### config.mk
export PLATFORM = sky130hd
export DESIGN_NAME = cordic_sine_gen
export DESIGN_NICKNAME = d
export VERILOG_FILES = /design/src/rtl/cordic_sine_pkg.sv /design/src/rtl/cordic_sine_prerot.sv /design/src/rtl/cordic_sine_stage.sv /design/src/rtl/cordic_sine_fmt.sv /design/src/rtl/cordic_sine_gen.sv
export SDC_FILE = /design/constraint.sdc
export NUM_CORES = 2
export LEC_CHECK = 0
export BUFFER_PORTS_ARGS = -buffer_cell sky130_fd_sc_hd__buf_2
export CORE_AREA = 2 2 495 497
export CTS_BUF_LIST = sky130_fd_sc_hd__clkbuf_8
export CTS_CLUSTER_DIAMETER = 120
export CTS_CLUSTER_SIZE = 20
export DETAILED_ROUTE_END_ITERATION = 10
export DIE_AREA = 0 0 497 499
export PLACE_DENSITY_LB_ADDON = 0.2
export RECOVER_POWER = 100
export SKIP_LAST_GASP = 1
export SYNTH_ARGS = -nofsm -noshare
export SYNTH_HDL_FRONTEND = slang
export SYNTH_SLANG_ARGS = --single-unit
### constraint.sdc
create_clock -name clk -period 10.5 [get_ports clk]
set_input_delay 1.05 -clock clk [delete_from_list [all_inputs] [get_ports clk]]
set_output_delay 1.05 -clock clk [all_outputs]
set_load 0.05 [all_outputs]
### src/rtl/cordic_sine_pkg.sv
`timescale 1ns/1ps
package cordic_sine_pkg;

  // guard bits kept below the sample LSB in X and Y
  localparam int FRAC_W = 4;
  // guard bits kept below the phase LSB in the residual angle
  localparam int ANG_G = 4;
  // distance of the peak below full scale, in sample LSB
  localparam int PEAK_MARGIN = 2;

  // arctan(2^-i) in radians, by power series (i = 0 is the closed form)
  function automatic real atan_pow2(input int i);
    real x, x2, term, acc;
    if (i == 0) return 0.7853981633974483;
    x = 1.0;
    for (int j = 0; j < i; j++) x = x / 2.0;
    x2 = x * x;
    term = x;
    acc = 0.0;
    for (int n = 0; n < 40; n++) begin
      if ((n % 2) == 0) acc = acc + term / real'(2 * n + 1);
      else              acc = acc - term / real'(2 * n + 1);
      term = term * x2;
    end
    return acc;
  endfunction

  // stage angle in residual units (2^(dw+ANG_G) units per turn), rounded
  function automatic int atan_units(input int i, input int dw);
    real scale;
    scale = 1.0;
    for (int j = 0; j < dw + ANG_G; j++) scale = scale * 2.0;
    return $rtoi(atan_pow2(i) * scale / 6.283185307179586 + 0.5);
  endfunction

  // product of the stage stretch factors sqrt(1 + 4^-i) over n stages
  function automatic real cordic_gain(input int n);
    real g2, g, p;
    g2 = 1.0;
    p  = 1.0;
    for (int i = 0; i < n; i++) begin
      g2 = g2 * (1.0 + p);
      p  = p / 4.0;
    end
    g = g2;
    for (int k = 0; k < 30; k++) g = 0.5 * (g + g2 / g);
    return g;
  endfunction

  // starting X with gain correction, trimmed below full scale
  function automatic int start_x(input int dw);
    real a;
    a = 1.0;
    for (int j = 0; j < dw - 1; j++) a = a * 2.0;
    a = a - 1.0 - real'(PEAK_MARGIN);
    for (int j = 0; j < FRAC_W; j++) a = a * 2.0;
    return $rtoi(a / cordic_gain(dw));
  endfunction

endpackage

### src/rtl/cordic_sine_prerot.sv
`timescale 1ns/1ps
module cordic_sine_prerot import cordic_sine_pkg::*; #(
  parameter int DATA_W = 16,
  parameter int SIDE_W = 8,
  parameter int XY_W   = DATA_W + FRAC_W + 2,
  parameter int ANG_W  = DATA_W + ANG_G + 2
) (
  input  logic                    clk,
  input  logic                    rst_n,
  input  logic [DATA_W-1:0]       phase,
  input  logic [SIDE_W-1:0]       side,
  output logic signed [XY_W-1:0]  x_o,
  output logic signed [XY_W-1:0]  y_o,
  output logic signed [ANG_W-1:0] z_o,
  output logic [SIDE_W-1:0]       side_o
);
  localparam logic signed [XY_W-1:0]  X0      = XY_W'(start_x(DATA_W));
  localparam logic signed [ANG_W-1:0] QUARTER = ANG_W'(longint'(1) << (DATA_W - 2 + ANG_G));

  logic [1:0]              quad;
  logic signed [ANG_W-1:0] z_full, z_n;
  logic signed [XY_W-1:0]  x_n, y_n;

  assign quad   = phase[DATA_W-1 -: 2];
  // phase read as a signed fraction of a turn, with angle guard bits
  assign z_full = {{2{phase[DATA_W-1]}}, phase, {ANG_G{1'b0}}};

  always_comb begin
    x_n = X0;
    y_n = '0;
    z_n = z_full;
    case (quad)
      2'b01: begin          // second quadrant: start at +90 degrees
        x_n = '0;
        y_n = X0;
        z_n = z_full - QUARTER;
      end
      2'b10: begin          // third quadrant: start at -90 degrees
        x_n = '0;
        y_n = -X0;
        z_n = z_full + QUARTER;
      end
      default: ;            // first and fourth quadrant already converge
    endcase
  end

  always_ff @(posedge clk) begin
    if (!rst_n) begin
      x_o    <= '0;
      y_o    <= '0;
      z_o    <= '0;
      side_o <= '0;
    end else begin
      x_o    <= x_n;
      y_o    <= y_n;
      z_o    <= z_n;
      side_o <= side;
    end
  end
endmodule

### src/rtl/cordic_sine_stage.sv
`timescale 1ns/1ps
module cordic_sine_stage import cordic_sine_pkg::*; #(
  parameter int IDX    = 0,
  parameter int DATA_W = 16,
  parameter int SIDE_W = 8,
  parameter int XY_W   = DATA_W + FRAC_W + 2,
  parameter int ANG_W  = DATA_W + ANG_G + 2
) (
  input  logic                    clk,
  input  logic                    rst_n,
  input  logic signed [XY_W-1:0]  x_i,
  input  logic signed [XY_W-1:0]  y_i,
  input  logic signed [ANG_W-1:0] z_i,
  input  logic [SIDE_W-1:0]       side_i,
  output logic signed [XY_W-1:0]  x_o,
  output logic signed [XY_W-1:0]  y_o,
  output logic signed [ANG_W-1:0] z_o,
  output logic [SIDE_W-1:0]       side_o
);
  localparam logic signed [ANG_W-1:0] ANGLE = ANG_W'(atan_units(IDX, DATA_W));

  logic signed [XY_W-1:0] x_sh, y_sh;
  logic                   ccw;

  // operands are scaled before the add, keeping the adder input narrow
  assign x_sh = x_i >>> IDX;
  assign y_sh = y_i >>> IDX;
  assign ccw  = ~z_i[ANG_W-1];

  always_ff @(posedge clk) begin
    if (!rst_n) begin
      x_o    <= '0;
      y_o    <= '0;
      z_o    <= '0;
      side_o <= '0;
    end else begin
      side_o <= side_i;
      if (ccw) begin
        x_o <= x_i - y_sh;
        y_o <= y_i + x_sh;
        z_o <= z_i - ANGLE;
      end else begin
        x_o <= x_i + y_sh;
        y_o <= y_i - x_sh;
        z_o <= z_i + ANGLE;
      end
    end
  end
endmodule

### src/rtl/cordic_sine_fmt.sv
`timescale 1ns/1ps
module cordic_sine_fmt #(
  parameter int DATA_W = 16,
  parameter int OUT_W  = 16,
  parameter int SIDE_W = 8
) (
  input  logic                     clk,
  input  logic                     rst_n,
  input  logic signed [DATA_W-1:0] core_i,
  input  logic [SIDE_W-1:0]        side_i,
  output logic signed [OUT_W-1:0]  sine_o,
  output logic [SIDE_W-1:0]        side_o
);
  logic signed [OUT_W-1:0] res;

  generate
    if (OUT_W < DATA_W) begin : g_narrow
      localparam int SH = DATA_W - OUT_W;
      localparam logic [SH-1:0] HALF = SH'(longint'(1) << (SH - 1));
      localparam logic signed [DATA_W:0] OMAX =
        (DATA_W+1)'((longint'(1) << (OUT_W - 1)) - 1);
      logic signed [DATA_W-1:0] quo;
      logic [SH-1:0]            rem;
      logic                     bump;
      logic signed [DATA_W:0]   rnd;
      assign quo  = core_i >>> SH;
      assign rem  = core_i[SH-1:0];
      // nearest, ties to the even quotient
      assign bump = (rem > HALF) || ((rem == HALF) && quo[0]);
      assign rnd  = {quo[DATA_W-1], quo} + (DATA_W+1)'(bump);
      always_comb begin
        if (rnd > OMAX)       res = OMAX[OUT_W-1:0];
        else if (rnd < -OMAX) res = (-OMAX) >>> 0;
        else                  res = rnd[OUT_W-1:0];
      end
    end else if (OUT_W > DATA_W) begin : g_wide
      localparam int SH = OUT_W - DATA_W;
      assign res = {core_i, {SH{1'b0}}};
    end else begin : g_same
      assign res = core_i;
    end
  endgenerate

  always_ff @(posedge clk) begin
    if (!rst_n) begin
      sine_o <= '0;
      side_o <= '0;
    end else begin
      sine_o <= res;
      side_o <= side_i;
    end
  end
endmodule

### src/rtl/cordic_sine_gen.sv
`timescale 1ns/1ps
module cordic_sine_gen import cordic_sine_pkg::*; #(
  parameter int DATA_W = 16,
  parameter int OUT_W  = 16,
  parameter int SIDE_W = 8
) (
  input  logic                    clk,
  input  logic                    rst_n,
  input  logic [DATA_W-1:0]       phase_in,
  input  logic [SIDE_W-1:0]       side_in,
  output logic signed [OUT_W-1:0] sine_out,
  output logic [SIDE_W-1:0]       side_out
);
  localparam int XY_W  = DATA_W + FRAC_W + 2;
  localparam int ANG_W = DATA_W + ANG_G + 2;
  localparam logic signed [XY_W-1:0] PK  = XY_W'((longint'(1) << (DATA_W - 1)) - 1);
  localparam logic signed [XY_W-1:0] RND = XY_W'(longint'(1) << (FRAC_W - 1));

  logic signed [XY_W-1:0]  x_p    [DATA_W+1];
  logic signed [XY_W-1:0]  y_p    [DATA_W+1];
  logic signed [ANG_W-1:0] z_p    [DATA_W+1];
  logic [SIDE_W-1:0]       side_p [DATA_W+1];

  // named internal events, observed by the bound checker
  logic signed [ANG_W-1:0]  pre_z;
  logic signed [ANG_W-1:0]  last_z;
  logic signed [XY_W-1:0]   last_x;
  logic signed [XY_W-1:0]   last_y;
  logic signed [XY_W-1:0]   y_rnd;
  logic signed [DATA_W-1:0] core_sine;

  cordic_sine_prerot #(
    .DATA_W(DATA_W), .SIDE_W(SIDE_W), .XY_W(XY_W), .ANG_W(ANG_W)
  ) i_prerot (
    .clk(clk), .rst_n(rst_n), .phase(phase_in), .side(side_in),
    .x_o(x_p[0]), .y_o(y_p[0]), .z_o(z_p[0]), .side_o(side_p[0])
  );

  generate
    for (genvar g = 0; g < DATA_W; g++) begin : g_stage
      cordic_sine_stage #(
        .IDX(g), .DATA_W(DATA_W), .SIDE_W(SIDE_W), .XY_W(XY_W), .ANG_W(ANG_W)
      ) i_stage (
        .clk(clk), .rst_n(rst_n),
        .x_i(x_p[g]), .y_i(y_p[g]), .z_i(z_p[g]), .side_i(side_p[g]),
        .x_o(x_p[g+1]), .y_o(y_p[g+1]), .z_o(z_p[g+1]), .side_o(side_p[g+1])
      );
    end
  endgenerate

  assign pre_z  = z_p[0];
  assign last_z = z_p[DATA_W];
  assign last_x = x_p[DATA_W];
  assign last_y = y_p[DATA_W];

  // drop the guard bits with rounding, clamp to the symmetric sample range
  assign y_rnd = (last_y + RND) >>> FRAC_W;
  always_comb begin
    if (y_rnd > PK)       core_sine = PK[DATA_W-1:0];
    else if (y_rnd < -PK) core_sine = (-PK) >>> 0;
    else                  core_sine = y_rnd[DATA_W-1:0];
  end

  cordic_sine_fmt #(
    .DATA_W(DATA_W), .OUT_W(OUT_W), .SIDE_W(SIDE_W)
  ) i_fmt (
    .clk(clk), .rst_n(rst_n), .core_i(core_sine), .side_i(side_p[DATA_W]),
    .sine_o(sine_out), .side_o(side_out)
  );
endmodule

==> reports/results.ini <==
[run_status]
status = finished, violations left
failed_checks = capacitance limit, slew limit

[die]
die_height_um = 499
row_count = 181
start_util_pct = 31.9
die-area_mm2 = 0.248
ios = 50
core_area_mm2 = 0.243
die_width_um = 497

[detailed_routing]
wirelength_mm = 201
via_count = 62900
routedWlPerCell_um = 16.3
via_per_inst = 5.08
drt_first_pass_iters = 5
detail-route-antenna-nets = 0
drtIter0Drc = 3045
drc = 0

[synthesis]
ys_types = 91
syn_area_mm2 = 0.0774
syn_inst = 9255
yosysWarnings = 0
synth_nets = 10300
synth_ff_type = dfxtp_1
synth-seq-area-share_pct = 29.3
syn-mean-instance-area_um2 = 8.36
synth_edf_count = 0
ys_seq_elements = 1131
ys_async_sr_fraction_pct = 0

[clocking]
cts.hold.buffers_added = 0
cts_sinks = 1131
clk_latency_ns = 0.88
post_cts_resized = 0
path_clk_slew_ns = 0.12
clk_path_buf_depth = 3
cts_root_buf = clkbuf_8
cts.htree.levels = 3
cts_tree = built
cts_setup_buffers = 0
cts_buffers = 68

[global_route]
grt_pass1_vias = 61000
track_usage_pct = 15.7
antenna_found_initial = 5
grt-ovfl-total = 0
grt_max_degree = 155
grt_pass1_wl_mm = 325

[sta]
fin_crit_sh_pct = 64.1
fin_skew_ns = 0.0608
layout_min_cycle_time_ns = 6.73
hold_viol_final = 0
rsz0062_at_grt = false
slew_violations = 211
setup_viol = 0
final.setup.tns_ns = 0
fin_ws_ns = 3.77
maxSlewHeadroom_pct = -223
worst_pin_slew_ns = 4.85
max_freq_mhz = 149

[flow_run]
drv_cap = 3

[critical_path]
rrSetupSlack_ns = 6.03
crit_path_max_fanout = 154
critical_path_required_ns = 11.29
r2r-start = g_stage[5].i_stage.y_o[12]
r2r_cells = 14
rr_endpoint = g_stage[6].i_stage.x_o[21]
startpoint_type = input port
cp.arrival_ns = 7.52
crit_type = in2reg
cp-end-kind = flop

[placed_design]
hpwl_mm = 156
place_ws_ns = 6.09
gp_congestion = 0.862
portBuffers = 49

[finish]
area_delta_synth_final_pct = 6.07
nets = 10200
layout-drive-gt1-share_pct = 2.85

[worst_hold_path]
min_to = i_prerot.z_o[13]
hp-class = in2reg
hold_depth = 2
worstHoldStart = phase_in[9]

## layout make-up
| type | instances | area (µm²) |
|---|---|---|
| clock inverters | 11 | 123 |
| multi-input cells | 7536 | 52500 |
| fillers | 25300 | 160000 |
| clock buffers | 71 | 977 |
| inverters | 346 | 1310 |
| diodes | 5 | 12.5 |
| well taps | 3202 | 4010 |
| repair buffers | 82 | 479 |
| flip-flops and latches | 1131 | 22600 |
## cell families after synthesis
family | Yosys count | share of synthesized area [%]
multiplexers | 121 | 1.62
XOR/XNOR | 932 | 10.5
AO/OA/AOI/OAI | 2305 | 19.0
flip-flops | 1131 | 29.3
adder cells (fa/ha/maj) | 1030 | 17.0
AND/OR/NAND/NOR | 3148 | 19.7
buffers and inverters | 588 | 2.86
## stage by stage
stage               util, %  cell area, µm²  instances  hold slack [ns]
global placement       33.4           81000      12300            0.413
finish                 33.8           82100      12400            0.386
floorplan                 -           77400       9255            0.412
global route           33.8           82100      12400            0.299
detailed placement     33.4           81000      12300            0.417
CTS                    33.9           82100      12400            0.273
## routing by layer
layer  GRT usage, %  up-vias  wire (µm)
met2           27.7      820      95900
li1               -    32500          -
met1           20.6    29500      95800
met3           1.55      172       5480
met5              0        -          0
met4           3.40        0       4000
## worst max path at each step
stage / from / endpoint / slack (ns) / depth (start not counted)
5_1_grt: rst_n / g_stage[0].i_stage.x_o[18] / 2.84 / 6
2_1_floorplan: g_stage[2].i_stage.z_o[21] / g_stage[3].i_stage.z_o[18] / 6.59 / 13
6_report: rst_n / g_stage[0].i_stage.x_o[18] / 3.77 / 6
4_1_cts: g_stage[5].i_stage.z_o[21] / g_stage[6].i_stage.x_o[21] / 6.07 / 13
3_3_place_gp: g_stage[5].i_stage.z_o[21] / g_stage[6].i_stage.x_o[21] / 6.17 / 13
3_5_place_dp: g_stage[5].i_stage.z_o[21] / g_stage[6].i_stage.x_o[21] / 6.09 / 13
## flip-flops by register name (all words and copies together) (netlist names)
name and flops:
g_stage.i_stage.z_o 294, i_prerot.x_o 1, g_stage.i_stage.side_o 128, g_stage.i_stage.x_o 310, g_stage.i_stage.y_o 347, i_prerot.z_o 16, i_fmt.side_o 8, i_prerot.y_o 3
i_prerot.side_o 8, i_fmt.sine_o 16
## critical path: stages
cell and delay [ns]:
clkbuf_1 3.32, inv_8 1.04, buf_12 0.61, buf_4 0.50, a21oi_1 0.47, o21a_1 0.18
## cells in the mapped netlist, types with 97 or more instances
| cell | number | area share (%) |
|---|---|---|
| nor2_1 | 1226 | 5.9 |
| dfxtp_1 | 1131 | 29 |
| ha_1 | 990 | 16 |
| a21oi_1 | 781 | 5.1 |
| xnor2_1 | 489 | 5.5 |
| xor2_1 | 443 | 5.0 |
| nand2_1 | 426 | 2.1 |
| o21ai_0 | 421 | 2.7 |
| inv_1 | 344 | 1.7 |
| nor3_1 | 341 | 2.2 |
| and2_1 | 307 | 2.5 |
| a21o_1 | 280 | 2.7 |
| clkbuf_1 | 211 | 1.0 |
| nand2b_1 | 165 | 1.3 |
| nand3_1 | 149 | 0.96 |
| o21a_1 | 135 | 1.3 |
| nor2b_1 | 106 | 0.86 |
| a31oi_1 | 97 | 0.78 |
## layout by cell type (no fill, tap or decap), types with 135 or more instances in the layout
master,instances
nor2_1,1226
xor2_1,443
nand2_1,426
dfxtp_1,1129
inv_1,343
a21oi_1,781
xnor2_1,489
nor3_1,341
o21ai_0,421
o21a_1,135
nand3_1,149
nand2b_1,165
a21o_1,280
and2_1,205
ha_1,990
Power is not shown: default switching activity piles up to over one toggle a cycle in this logic, so the estimate is an artifact.
